[config.mk]
export PLATFORM = sky130hd
export DESIGN_NAME = nvsum_engine
export DESIGN_NICKNAME = d
export VERILOG_FILES = /design/src/rtl/nvsum_pkg.sv /design/src/rtl/nvsum_fold.sv /design/src/rtl/nvsum_acc.sv /design/src/rtl/nvsum_ctrl.sv /design/src/rtl/nvsum_engine.sv
export SDC_FILE = /design/constraint.sdc
export NUM_CORES = 1
export LEC_CHECK = 0
export BUFFER_PORTS_ARGS = -buffer_cell sky130_fd_sc_hd__buf_4
export CELL_PAD_IN_SITES_DETAIL_PLACEMENT = 1
export CELL_PAD_IN_SITES_GLOBAL_PLACEMENT = 1
export CORE_ASPECT_RATIO = 0.8
export CORE_UTILIZATION = 30
export CTS_BUF_LIST = sky130_fd_sc_hd__clkbuf_4
export DETAILED_ROUTE_END_ITERATION = 8
export PLACE_DENSITY_LB_ADDON = 0.1
export SLEW_MARGIN = 20
export SYNTH_ARGS = -nofsm -noshare
export SYNTH_HDL_FRONTEND = slang
export SYNTH_SLANG_ARGS = --single-unit
[constraint.sdc]
create_clock -name clk -period 2.6 [get_ports clk]
set_input_delay 0.26 -clock clk [delete_from_list [all_inputs] [get_ports clk]]
set_output_delay 0.26 -clock clk [all_outputs]
set_load 0.01 [all_outputs]
[src/rtl/nvsum_pkg.sv]
package nvsum_pkg;
  localparam int unsigned ADDR_W = 13;
  localparam int unsigned CNT_W  = 14;
  localparam int unsigned SUM_W  = 16;
  localparam logic [SUM_W-1:0] SUM_SEED = 16'hFFFF;

  typedef enum logic [2:0] {
    ST_IDLE,
    ST_RD,
    ST_FIN,
    ST_ODD,
    ST_WRH,
    ST_WRL
  } nvsum_state_e;
endpackage

[src/rtl/nvsum_fold.sv]
module nvsum_fold (
  input  logic [15:0] prev_i,
  input  logic [15:0] val_i,
  output logic [15:0] next_o
);
  logic [15:0] mix;
  logic [3:0]  lo;
  logic [3:0]  hi;

  always_comb begin
    mix    = prev_i ^ val_i;
    lo     = mix[3:0];
    hi     = mix[7:4] ^ lo;
    next_o = {8'h00, prev_i[15:8]}
           ^ {9'b0, lo, 3'b0}
           ^ {4'b0, lo, 8'b0}
           ^ {12'b0, hi}
           ^ {5'b0, hi, 7'b0}
           ^ {hi, 12'b0};
  end
endmodule

[src/rtl/nvsum_acc.sv]
module nvsum_acc
  import nvsum_pkg::*;
(
  input  logic             clk,
  input  logic             rst_ni,
  input  logic             init_i,
  input  logic             cap_i,
  input  logic             pair_en_i,
  input  logic             odd_en_i,
  input  logic [7:0]       rdata_i,
  output logic [SUM_W-1:0] sum_o
);
  logic [SUM_W-1:0] sum_q, sum_d, step_val, fold_out;
  logic [7:0]       prev_q;
  logic             sum_en;

  always_comb begin
    step_val = odd_en_i ? {prev_q, 8'h00} : {prev_q, rdata_i};
    sum_en   = init_i | pair_en_i | odd_en_i;
    sum_d    = init_i ? SUM_SEED : fold_out;
  end

  nvsum_fold u_fold (
    .prev_i (sum_q),
    .val_i  (step_val),
    .next_o (fold_out)
  );

  always_ff @(posedge clk or negedge rst_ni) begin
    if (!rst_ni) begin
      sum_q  <= SUM_SEED;
      prev_q <= 8'h00;
    end else begin
      if (sum_en) sum_q  <= sum_d;
      if (cap_i)  prev_q <= rdata_i;
    end
  end

  assign sum_o = sum_q;

  AST_SEED_ON_LAUNCH: assert property (@(posedge clk) disable iff (!rst_ni)
    init_i |=> (sum_q == SUM_SEED));
endmodule

[src/rtl/nvsum_ctrl.sv]
module nvsum_ctrl
  import nvsum_pkg::*;
(
  input  logic              clk,
  input  logic              rst_ni,
  input  logic              start_i,
  input  logic [ADDR_W-1:0] base_i,
  input  logic [CNT_W-1:0]  count_i,
  input  logic [ADDR_W-1:0] dest_i,
  output logic              busy_o,
  output logic              done_o,
  output logic [ADDR_W-1:0] mem_addr_o,
  output logic              mem_we_o,
  output logic              wr_hi_o,
  output logic              acc_init_o,
  output logic              acc_cap_o,
  output logic              acc_pair_o,
  output logic              acc_odd_o
);
  nvsum_state_e      state_q, state_d;
  logic [ADDR_W-1:0] base_q, dest_q;
  logic [CNT_W-1:0]  cnt_q, idx_q, idx_d, even_part, last_idx;
  logic              rd_vld_q, rd_first_q, done_q;
  logic              launch, rd_issue, job_en, idx_en;

  always_comb begin
    even_part  = {cnt_q[CNT_W-1:1], 1'b0};
    last_idx   = (even_part == '0) ? '0 : even_part;
    launch     = (state_q == ST_IDLE) && start_i;
    job_en     = launch;
    rd_issue   = (state_q == ST_RD);
    idx_en     = launch | rd_issue;
    idx_d      = launch ? '0 : idx_q + 1'b1;
    state_d    = state_q;
    mem_addr_o = '0;
    mem_we_o   = 1'b0;
    wr_hi_o    = 1'b0;
    acc_odd_o  = 1'b0;
    unique case (state_q)
      ST_IDLE: if (start_i) state_d = (count_i == '0) ? ST_WRH : ST_RD;
      ST_RD: begin
        mem_addr_o = base_q + idx_q[ADDR_W-1:0];
        if (idx_q == last_idx) state_d = ST_FIN;
      end
      ST_FIN:  state_d = cnt_q[0] ? ST_ODD : ST_WRH;
      ST_ODD: begin
        acc_odd_o = 1'b1;
        state_d   = ST_WRH;
      end
      ST_WRH: begin
        mem_addr_o = dest_q;
        mem_we_o   = 1'b1;
        wr_hi_o    = 1'b1;
        state_d    = ST_WRL;
      end
      ST_WRL: begin
        mem_addr_o = dest_q + 1'b1;
        mem_we_o   = 1'b1;
        state_d    = ST_IDLE;
      end
      default: state_d = ST_IDLE;
    endcase
  end

  always_ff @(posedge clk or negedge rst_ni) begin
    if (!rst_ni) begin
      state_q    <= ST_IDLE;
      base_q     <= '0;
      dest_q     <= '0;
      cnt_q      <= '0;
      idx_q      <= '0;
      rd_vld_q   <= 1'b0;
      rd_first_q <= 1'b0;
      done_q     <= 1'b0;
    end else begin
      state_q    <= state_d;
      rd_vld_q   <= rd_issue;
      rd_first_q <= rd_issue && (idx_q == '0);
      done_q     <= (state_q == ST_WRL);
      if (job_en) begin
        base_q <= base_i;
        dest_q <= dest_i;
        cnt_q  <= count_i;
      end
      if (idx_en) idx_q <= idx_d;
    end
  end

  assign busy_o     = (state_q != ST_IDLE);
  assign done_o     = done_q;
  assign acc_init_o = launch;
  assign acc_cap_o  = rd_vld_q;
  assign acc_pair_o = rd_vld_q && !rd_first_q;

  AST_BUSY_START_IGNORED: assert property (@(posedge clk) disable iff (!rst_ni)
    (busy_o && start_i) |=> ($stable(cnt_q) && $stable(base_q) && $stable(dest_q)));
  AST_LOW_AFTER_HIGH: assert property (@(posedge clk) disable iff (!rst_ni)
    (mem_we_o && wr_hi_o) |=> (mem_we_o && !wr_hi_o && mem_addr_o == $past(mem_addr_o) + 1'b1));
  AST_DONE_SINGLE: assert property (@(posedge clk) disable iff (!rst_ni)
    done_o |=> !done_o);
  AST_DONE_AFTER_WRITE: assert property (@(posedge clk) disable iff (!rst_ni)
    done_o |-> ($past(mem_we_o && !wr_hi_o) && !busy_o));
endmodule

[src/rtl/nvsum_engine.sv]
module nvsum_engine
  import nvsum_pkg::*;
(
  input  logic              clk,
  input  logic              rst_n,
  input  logic              start,
  input  logic [ADDR_W-1:0] src_addr,
  input  logic [CNT_W-1:0]  byte_count,
  input  logic [ADDR_W-1:0] dst_addr,
  output logic              busy,
  output logic              done,
  output logic [ADDR_W-1:0] mem_addr,
  input  logic [7:0]        mem_rdata,
  output logic [7:0]        mem_wdata,
  output logic              mem_we
);
  logic [1:0]       rst_sync_q;
  logic             rst_ni;
  logic             wr_hi, acc_init, acc_cap, acc_pair, acc_odd;
  logic [SUM_W-1:0] sum;

  always_ff @(posedge clk or negedge rst_n) begin
    if (!rst_n) rst_sync_q <= 2'b00;
    else        rst_sync_q <= {rst_sync_q[0], 1'b1};
  end
  assign rst_ni = rst_sync_q[1];

  nvsum_ctrl u_ctrl (
    .clk        (clk),
    .rst_ni     (rst_ni),
    .start_i    (start),
    .base_i     (src_addr),
    .count_i    (byte_count),
    .dest_i     (dst_addr),
    .busy_o     (busy),
    .done_o     (done),
    .mem_addr_o (mem_addr),
    .mem_we_o   (mem_we),
    .wr_hi_o    (wr_hi),
    .acc_init_o (acc_init),
    .acc_cap_o  (acc_cap),
    .acc_pair_o (acc_pair),
    .acc_odd_o  (acc_odd)
  );

  nvsum_acc u_acc (
    .clk       (clk),
    .rst_ni    (rst_ni),
    .init_i    (acc_init),
    .cap_i     (acc_cap),
    .pair_en_i (acc_pair),
    .odd_en_i  (acc_odd),
    .rdata_i   (mem_rdata),
    .sum_o     (sum)
  );

  assign mem_wdata = wr_hi ? sum[15:8] : sum[7:0];

  AST_WRITE_ONLY_BUSY: assert property (@(posedge clk) disable iff (!rst_ni)
    mem_we |-> (busy && !done));
endmodule

After elaboration in Yosys (flattened, before gate mapping)

Index checks and enable logic that the tools add are counted.
W data, S select, Z words.

$add $sub $neg: 3
Equal/unequal tests: 8
Multiplexer cells: 14
Bitwise logic cells: 10
Reductions and logical operators: 11

Operators with widths:

| operator                | count |
|---|---|
| $pmux W13 S3            | 1 |
| $logic_not A14 Y1       | 2 |
| $mux W14                | 2 |
| $mux W16                | 1 |
| $mux W8                 | 2 |
| $xor A12 B16 Y16        | 1 |
| $pmux W3 S5             | 1 |
| $add A14 B1 Y14 const B | 1 |
| $eq A14 B14 Y1          | 1 |
| $add A13 B1 Y13 const B | 1 |
| $add A13 B13 Y13        | 1 |
| $logic_not A13 Y1       | 1 |
| $mux W3                 | 4 |
| $xor A12 B11 Y12        | 1 |
| $xor A12 B4 Y12         | 1 |
| $xor A8 B12 Y12         | 1 |
| $xor A8 B7 Y8           | 1 |
| $xor A8 B8 Y8           | 1 |
| $eq A3 B2 Y1 const B    | 2 |
| $eq A3 B3 Y1 const B    | 2 |
| $ne A2 B2 Y1 const B    | 2 |
| $xor A4 B4 Y4           | 1 |
| $eq A3 B1 Y1 const B    | 1 |
| $logic_and A1 B1 Y1     | 3 |
| other kinds (7)         | 11 |

Flip-flop bits (word level): 78
Input bits: 51
Output and inout port bits: 24
Logic and storage cells: 56

Longest topological paths before layout

Gate-level depths: netlist (run 1).

Depth in word-level cells: 10
Gate-level depth with buffers: 8

Cells and area by module

From an unflattened synthesis (run 1), not the netlist that was laid out.

Cells, all modules: 510
Area total of the unflattened synthesis: 5332.6 µm²

By module, submodules not included:

| module       | times used | cells each | area an instance (µm²) | seq. area each (µm²) |
|---|---|---|---|---|
| nvsum_ctrl   | 1          | 375        | 3707.3                 | 1501.4 |
| nvsum_acc    | 1          | 99         | 1068.5                 | 620.6 |
| nvsum_fold   | 1          | 24         | 371.6                  | 0.0 |
| nvsum_engine | 1          | 12         | 185.2                  | 50.0 |

Least setup slack after synthesis (run 1)

No wires, ideal clock.

Path type: reg-to-output
Start point: reg u_ctrl.idx_q[0]
End point: out mem_addr[12]
Data arrival time: 2.152 ns
Data required time: 2.340 ns
Slack: 0.188 ns
Cell stages (with the launch flop): 8
Buffers on the path: 0
Cell sequence: dfrtp_1 > ha_1 > fa_1 > a21o_1 > a221oi_1 > o21ai_0 > mux2i_1 > o311ai_0

Word-level cells in the longest chain between the ends: 2

RTL lines:

| element                | RTL line           | source |
|---|---|---|
| start, declared        | nvsum_ctrl.sv:22   | `logic [CNT_W-1:0] cnt_q, idx_q, idx_d, even_part, last_idx;` |
| start signal, assigned | nvsum_ctrl.sv:85   | `if (idx_en) idx_q <= idx_d;` |
| $add A13 B13 Y13       | nvsum_ctrl.sv:42   | `mem_addr_o = base_q + idx_q[ADDR_W-1:0];` |
| $pmux W13 S3           | nvsum_ctrl.sv:39   | `unique case (state_q)` |
| end, declared          | nvsum_engine.sv:12 | `output logic [ADDR_W-1:0] mem_addr,` |

No other way between the ends.

Worst setup path after layout (run 1)

Start point: reg u_ctrl.idx_q[0]
End point: out mem_addr[10]

The elaborated chain is that of the path after synthesis.

==> results of run 1 <==
-- synthesized netlist by cell type (7+ instances only) --
| cell | number |
|---|---|
| dfrtp_1 | 62 |
| mux2_2 | 48 |
| nor2_1 | 44 |
| xnor2_1 | 40 |
| nand2_1 | 30 |
| xor2_1 | 29 |
| a21oi_1 | 25 |
| dfstp_2 | 16 |
| ha_1 | 15 |
| nand4_1 | 15 |
| inv_1 | 10 |
| nand3_1 | 9 |
| nor4_1 | 8 |
| and3_1 | 7 |
| buf_2 | 7 |
| clkbuf_1 | 7 |
-- metal layers --
| metal | share of wire [%] | up-vias | wire, um | track usage, % |
|---|---|---|---|---|
| li1 | - | 1878 | - | - |
| met1 | 51 | 1944 | 7010 | 26.2 |
| met2 | 45 | 59 | 6120 | 28.6 |
| met3 | 3.6 | 6 | 488 | 4.58 |
| met4 | 0.71 | 0 | 98 | 4.30 |
| met5 | 0 | - | 0 | 0 |
-- power breakdown --
group	internal (mW)	switching, mW	leakage (nW)
registers	1.87	0.544	0.917
clock network	0.423	0.440	0.0915
logic	2.42	2.23	1.64
-- stage by stage --
step	area (sq um)	hold WS, ns	instances
floorplan	4670	-0.0356	457
global placement	5570	0.0430	742
detailed placement	5570	0.0449	742
CTS	6200	0.00207	794
global route	6340	0.00263	803
finish	6340	0.0465	803
-- path summary, 6_finish.rpt --
check,slack (ns),startpoint,end,cells past startpoint
hold reg to reg,0.36,rst_sync_q[0]$_DFF_PN0_,rst_sync_q[1]$_DFF_PN0_,0
hold / removal,0.05,src_addr[12],u_ctrl.base_q[12]$_DFFE_PN0P_,2
setup / recovery,-0.27,u_ctrl.idx_q[0]$_DFFE_PN0P_,mem_addr[10],9
min in group asynchronous,0.10,rst_n,rst_sync_q[1]$_DFF_PN0_,2
setup reg to reg,0.44,u_ctrl.state_q[1]$_DFFE_PN0P_,u_acc.sum_o[8]$_DFFE_PN1P_,5
max in group asynchronous,1.37,rst_sync_q[1]$_DFF_PN0_,u_ctrl.idx_q[6]$_DFFE_PN0P_,1
-- flip-flops by register name (all words and copies together) (netlist names) --
signal             cells
rst_sync_q             2
u_acc.sum_o           16
u_ctrl.acc_cap_o       1
u_ctrl.base_q         13
u_ctrl.cnt_q          14
u_ctrl.dest_q         13
u_ctrl.done_o          1
u_ctrl.idx_q          14
u_ctrl.rd_first_q      1
u_ctrl.state_q         3
-- layout by cell type (no fill, tap or decap), types with 4 or more instances in the layout --
master	synthesis	layout
mux2_2	48	48
inv_1	10	9
nor4_1	8	8
a21oi_2	0	4
o22a_1	4	4
xnor2_1	40	40
nor2_1	44	43
clkbuf_4	0	12
dfrtp_1	62	59
nand4_1	15	15
buf_4	5	101
ha_1	15	9
dfstp_2	16	16
xor2_1	29	29
nand2_1	30	29
nand3_1	9	8
ha_4	0	4
dlygate4sd3_1	0	32
o22ai_1	4	4
and3_1	7	7
a21oi_1	25	20
nor3_1	6	6
a22oi_1	4	4
-- worst max-delay path, delay by kind of cell, from the launching register on --
family	cells	cell delay, ns
AOI/OAI and AO/OA	4	0.72
DFF	1	0.41
xor gates and xnor gates	1	0.14
buffers and inverters	2	0.34
adders and majority gates	2	0.53
-- layout make-up --
cell class | count | area share, %
sequential | 78 | 31.2
antenna | 1 | 0.0395
clock buffer | 12 | 1.42
multi-input combinational | 349 | 42.9
timing repair buffer | 139 | 18.5
clock inverter | 4 | 1.16
inverter | 10 | 0.651
tap | 210 | 4.14
-- timing repair --
item	4_1_cts	5_1_grt
pin swaps	7	16
buffers inserted	4	8
setup endpoints to repair	17	18
resized for setup	26	15
hold buffers	32	0
hold endpoints to repair	33	0
-- logic make-up after synthesis --
family	Yosys count	synth area share, %
mux	49	11.8
simple gates	148	16.2
flops	78	42.3
buf+inv	30	3.00
xor+xnor	69	12.9
other cells	1	0.0804
compound gates	66	9.28
fa+ha+maj	16	4.45
==> impl_metrics.csv, run 1 <==
group,metric,value,unit
status,status,"finished, violations left",
status,failed_checks,"setup timing",
timing,final-max-slew-violation-count,0,
timing,tightest_slew,0.999,ns
worst_setup_path,end_kind,"primary output",
worst_setup_path,critical_path_class,"flop to primary output",
global_routing,grt_overflow_total,0,
cts,cts.path.max_buffers,2,
logic_synthesis,synth_cell_type_count,58,
cts,clkLatencyLatePin,0.46,ns
timing,post-route-min-period,2.87,ns
layout,multiInputGateArea,0.00272,sq mm
placed_design,gp_routability_congestion,0.800,
drt,drt-pass1-iter-count,4,
cts,cts-root-buf,"clkbuf_4",
logic_synthesis,yosys_register_bits,78,
logic_synthesis,synth_edf_count,0,
logic_synthesis,yosysTopAreaCell,"dfrtp_1",
logic_synthesis,synth_area_leaders,"dfrtp_1 33%, mux2_2 12%, dfstp_2 9.0%, xnor2_1 7.5%, xor2_1 5.4%",
placed_design,dp_hpwl,9930,um
floorplanning,ios,75,
drt,dr_total_vias,3887,
cts,cts_tree,"yes",
worst_setup_path,cp.required,2.34,ns
cts,htreeDepth,3,
logic_synthesis,ys_seq_area_share,42.3,%
logic_synthesis,synthCells,457,
worst_setup_path,worst-path-max-fanout,4,
drt,wl_per_cell,17.1,um
global_routing,grt_usage,18.5,%
logic_synthesis,avgSynthCellArea,10.2,sq um
floorplanning,start_util,30.9,%
power,finalPower,7.93,mW
layout,area.growth.synth_to_final,35.9,%
timing,max_freq,349,MHz
drt,drt-initial-drc-count,190,
timing,period_share,110,%
cts,cts_buffers,9,
drt,via_per_inst,4.84,
floorplanning,rows,40,
logic_synthesis,ys.flop_type,"dfrtp_1",
drt,wl,13700,um
drt,ant_nets,0,
floorplanning,die_y,114,um
logic_synthesis,syn_area,0.00467,sq mm
timing,max-slew-margin-rel,33.4,%
timing,finalHoldViolations,0,
global_routing,grt_pass1_wl,22700,um
worst_setup_path,crit_top_cell,"buf_4",
cts,cts.sinks,78,
timing,final.setup_skew,0.0219,ns
power,powerDensity,1250,mW/mm^2
layout,fillerInstances,1745,
floorplanning,core-area,0.0151,sq mm
worst_setup_path,crit_arrival,2.61,ns
worst_setup_path,slowest_stage,"dfrtp_1",
worst_setup_path,cp-start-kind,"flop",
logic_synthesis,synth_nets,524,
global_routing,grt_max_degree,42,
hold_path,min_path_type,"input pin to flop",
layout,drive_above_1_share,38.0,%
logic_synthesis,async_reset_ff_share,100,%
timing,finalSetupViolCount,6,
floorplanning,dieWidth,141,um
cts,clkSlewWorstSetupHoldPaths,0.12,ns
layout,nets,654,
floorplanning,die_area,0.0161,sq mm
power,cellLeakagePower,2.65,nW
drt,route.detailed.drc,0,
logic_synthesis,yosysWarnings,0,
global_routing,grt_pass1_vias,4162,
timing,fin_ws,-0.265,ns
timing,final.setup.tns,-1.01,ns
power,vdd_ir_drop_max,0.000657,V
placed_design,pre_cts_ws,0.0519,ns
run,max-cap-violations,0,
layout,utilization,42.0,%
logic_synthesis,synth.top_cell.area_share,33.2,%
worst_setup_path,crit_chain,"ha_2 -> fa_2 -> a21o_1 -> a221oi_2 -> buf_4 -> o211ai_1 -> xnor2_1 -> o22ai_1 -> buf_4",
placed_design,portBuffers,74,
timing,rsz0062_at_grt,"yes",
worst_setup_path,slowest_delay,0.41,ns
global_routing,antenna_found_initial,1,
layout,area.sequential,0.00198,sq mm
Power figures use the tool's default switching activity.
==> run 2: changes to the inputs <==
Settings changed: ABC_AREA from default to 1.
==> run 2 against run 1 <==
The flow now finishes without violations. Setup slack better by 0.36 ns. Via count up 39%. Sequential share of layout area down 2.5 points. Register-to-register slack better by 0.24 ns. Total power down 58%. Routed wire length up 27%. Die area up 12%. Area after synthesis up 13%. Critical endpoint is now mem_addr[2]. Highest routed layer unchanged.
==> impl_metrics.csv, run 2 <==
group,metric,value,unit
cts,htreeDepth,3,
global_routing,grt_usage,20.6,%
logic_synthesis,synth.top_cell.area_share,29.5,%
cts,cts_buffers,9,
cts,cts.path.max_buffers,2,
logic_synthesis,synthAdderAreaFrac,3.95,%
timing,fin_ws,0.0954,ns
logic_synthesis,synth_edf_count,0,
placed_design,gp_routability_congestion,0.827,
logic_synthesis,synth_top_family_by_area,"simple AND/OR/NAND/NOR gates",
floorplanning,die_area,0.0181,sq mm
worst_setup_path,worst-path-max-fanout,3,
drt,ant_nets,0,
timing,period_share,96.3,%
cts,cts-root-buf,"clkbuf_4",
power,p_comb_share,30.1,%
placed_design,pre_cts_ws,0.255,ns
global_routing,grt_pass1_vias,5603,
timing,post-route-min-period,2.50,ns
power,vdd_ir_drop_max,0.000159,V
timing,max_freq,399,MHz
floorplanning,die_y,120,um
worst_setup_path,end_kind,"primary output",
drt,via_per_inst,4.80,
worst_setup_path,cp-start-kind,"flop",
worst_setup_path,crit_arrival,2.24,ns
global_routing,antenna_found_initial,1,
run,max-cap-violations,0,
power,finalPower,3.35,mW
worst_setup_path,critical_path_class,"flop to primary output",
floorplanning,dieWidth,150,um
global_routing,grt_pass1_wl,28600,um
logic_synthesis,yosysMostFrequentCell,"nand2_1",
logic_synthesis,synth_nets,839,
placed_design,dp_hpwl,12800,um
drt,drt-initial-drc-count,216,
logic_synthesis,ys.flop_type,"dfrtp_1",
layout,final_cell_mix,"260 x nand2_1, 93 x buf_4, 86 x inv_1, 63 x nand3_1, 56 x dfrtp_1",
hold_path,min_path_type,"input pin to flop",
drt,drt-pass1-iter-count,7,
logic_synthesis,syn_area,0.00526,sq mm
logic_synthesis,yosysWarnings,0,
floorplanning,core-area,0.0168,sq mm
timing,final-max-slew-violation-count,0,
logic_synthesis,synth_xor_area_share,1.33,%
layout,final_area,0.00692,sq mm
logic_synthesis,async_reset_ff_share,100,%
layout,nets,968,
layout,drive_above_1_share,23.4,%
worst_setup_path,cp.required,2.34,ns
drt,wl_per_cell,15.5,um
logic_synthesis,synthCells,772,
drt,route.detailed.drc,0,
logic_synthesis,synthSimpleGateAreaFrac,37.9,%
logic_synthesis,avgSynthCellArea,6.81,sq um
power,cellLeakagePower,3.46,nW
floorplanning,ios,75,
logic_synthesis,yosys_register_bits,78,
floorplanning,start_util,31.3,%
status,status,"complete, no violations",
drt,dr_total_vias,5419,
logic_synthesis,ys_seq_area_share,37.5,%
power,p_sw,1.17,mW
global_routing,grt_overflow_total,0,
layout,layout_commonest_cell,"nand2_1",
cts,clkLatencyLatePin,0.48,ns
power,intPower,2.17,mW
logic_synthesis,synth-compound-area-share,10.2,%
drt,wl,17500,um
placed_design,portBuffers,74,
layout,largest_reg_flops,16,
floorplanning,rows,42,
layout,area.growth.synth_to_final,31.6,%
cts,cts_tree,"yes",
power,p_clk_share,23.4,%
placed_design,placed_area,0.00609,sq mm
power,switching_share,35.1,%
logic_synthesis,synth_area_leaders,"dfrtp_1 30%, nand2_1 19%, dfstp_2 8.0%, nand3_1 6.5%, inv_1 6.2%",
logic_synthesis,synth_cell_type_count,41,
timing,tightest_slew,0.608,ns
cts,cts.sinks,78,
logic_synthesis,synthTopCellsByCount,"264 x nand2_1, 87 x inv_1, 68 x nand3_1",
logic_synthesis,muxShareOfSynthArea,0,%
power,power_frac_seq,46.5,%
power,powerDensity,484,mW/mm^2
timing,finalHoldViolations,0,
timing,max-slew-margin-rel,59.4,%
timing,rsz0062_at_grt,"yes",
cts,clkSlewWorstSetupHoldPaths,0.12,ns
timing,final.setup_skew,0.0119,ns
global_routing,grt_max_degree,47,
timing,finalSetupViolCount,0,
logic_synthesis,yosysTopAreaCell,"dfrtp_1",
-- run 2: final cells by class --
cell class / count / area [sq um]
Antenna cell: 2 / 5.00
Clock buffer: 11 / 82.6
Clock inverter: 5 / 50.0
Fill cell: 2182 / 9900
Inverter: 95 / 363
Multi-Input combinational cell: 581 / 3010
Sequential cell: 78 / 1980
Tap cell: 220 / 275
Timing Repair Buffer: 136 / 1150
-- run 2: per-layer routing --
metal / wire length, um / vias to the layer above / global-route usage [%]
met2: 7900 / 67 / 33.0
met1: 8830 / 2606 / 28.2
met5: 0 / - / 0
met4: 208 / 0 / 6.06
li1: - / 2730 / -
met3: 553 / 16 / 3.58
-- run 2: power by group through the flow --
stage	Sequential [mW]	Combinational [mW]	Clock [mW]
after floorplan	1.54	0.646	0
after global placement	1.57	0.934	0
after detailed placement	1.58	0.968	0
after CTS	1.56	1.02	0.823
after global routing	1.58	1.15	0.860
final	1.55	1.01	0.784
-- run 2: cells by family after synthesis --
kind of cell,count (synthesis)
AO/OA/AOI/OAI,100
XOR/XNOR,8
adder cells (fa/ha/maj),16
buffers and inverters,113
flip-flops,78
other,1
AND/OR/NAND/NOR,456
-- run 2: per-stage QoR --
stage	util, %	TNS (ns)	cells	hold WS (ns)
after floorplan	-	0	772	-0.0356
after global placement	36.2	0	1060	0.0427
after detailed placement	36.2	0	1060	0.0437
after CTS	39.6	0	1117	0.00377
after global routing	41.1	-0.0198	1128	0.0283
final	41.1	0	1128	0.0348
-- run 2: worst max-delay path, stage by stage (launching register included) --
cell	delay, ns
dfrtp_1	0.43
ha_2	0.21
fa_2	0.37
buf_6	0.14
or2_2	0.30
nand3_2	0.09
nand3_2	0.11
buf_6	0.14
-- run 2: repair_timing --
action                                  in CTS  in global routing
pin swaps                                    4                  4
endpoints found under the setup margin       9                 11
hold endpoints to repair                    39                  0
buffers inserted                             3                  9
resized for setup                           16                 42
hold buffers                                38                  0
cloned                                       0                  0
-- run 2: worst paths after layout --
path,start,end,slack [ns],depth (start not counted)
worst max-delay path,u_ctrl.idx_q[0]$_DFFE_PN0P_,mem_addr[2],0.1,7
max in group asynchronous,rst_sync_q[1]$_DFF_PN0_,u_acc.sum_o[13]$_DFFE_PN1P_,1.56,1
worst min-delay path,src_addr[0],u_ctrl.base_q[0]$_DFFE_PN0P_,0.03,3
worst max register to register,u_ctrl.state_q[0]$_DFFE_PN0P_,u_acc.sum_o[9]$_DFFE_PN1P_,0.68,10
worst min register to register,rst_sync_q[1]$_DFF_PN0_,u_ctrl.base_q[1]$_DFFE_PN0P_,0.35,0
min in group asynchronous,rst_n,rst_sync_q[1]$_DFF_PN0_,0.08,2
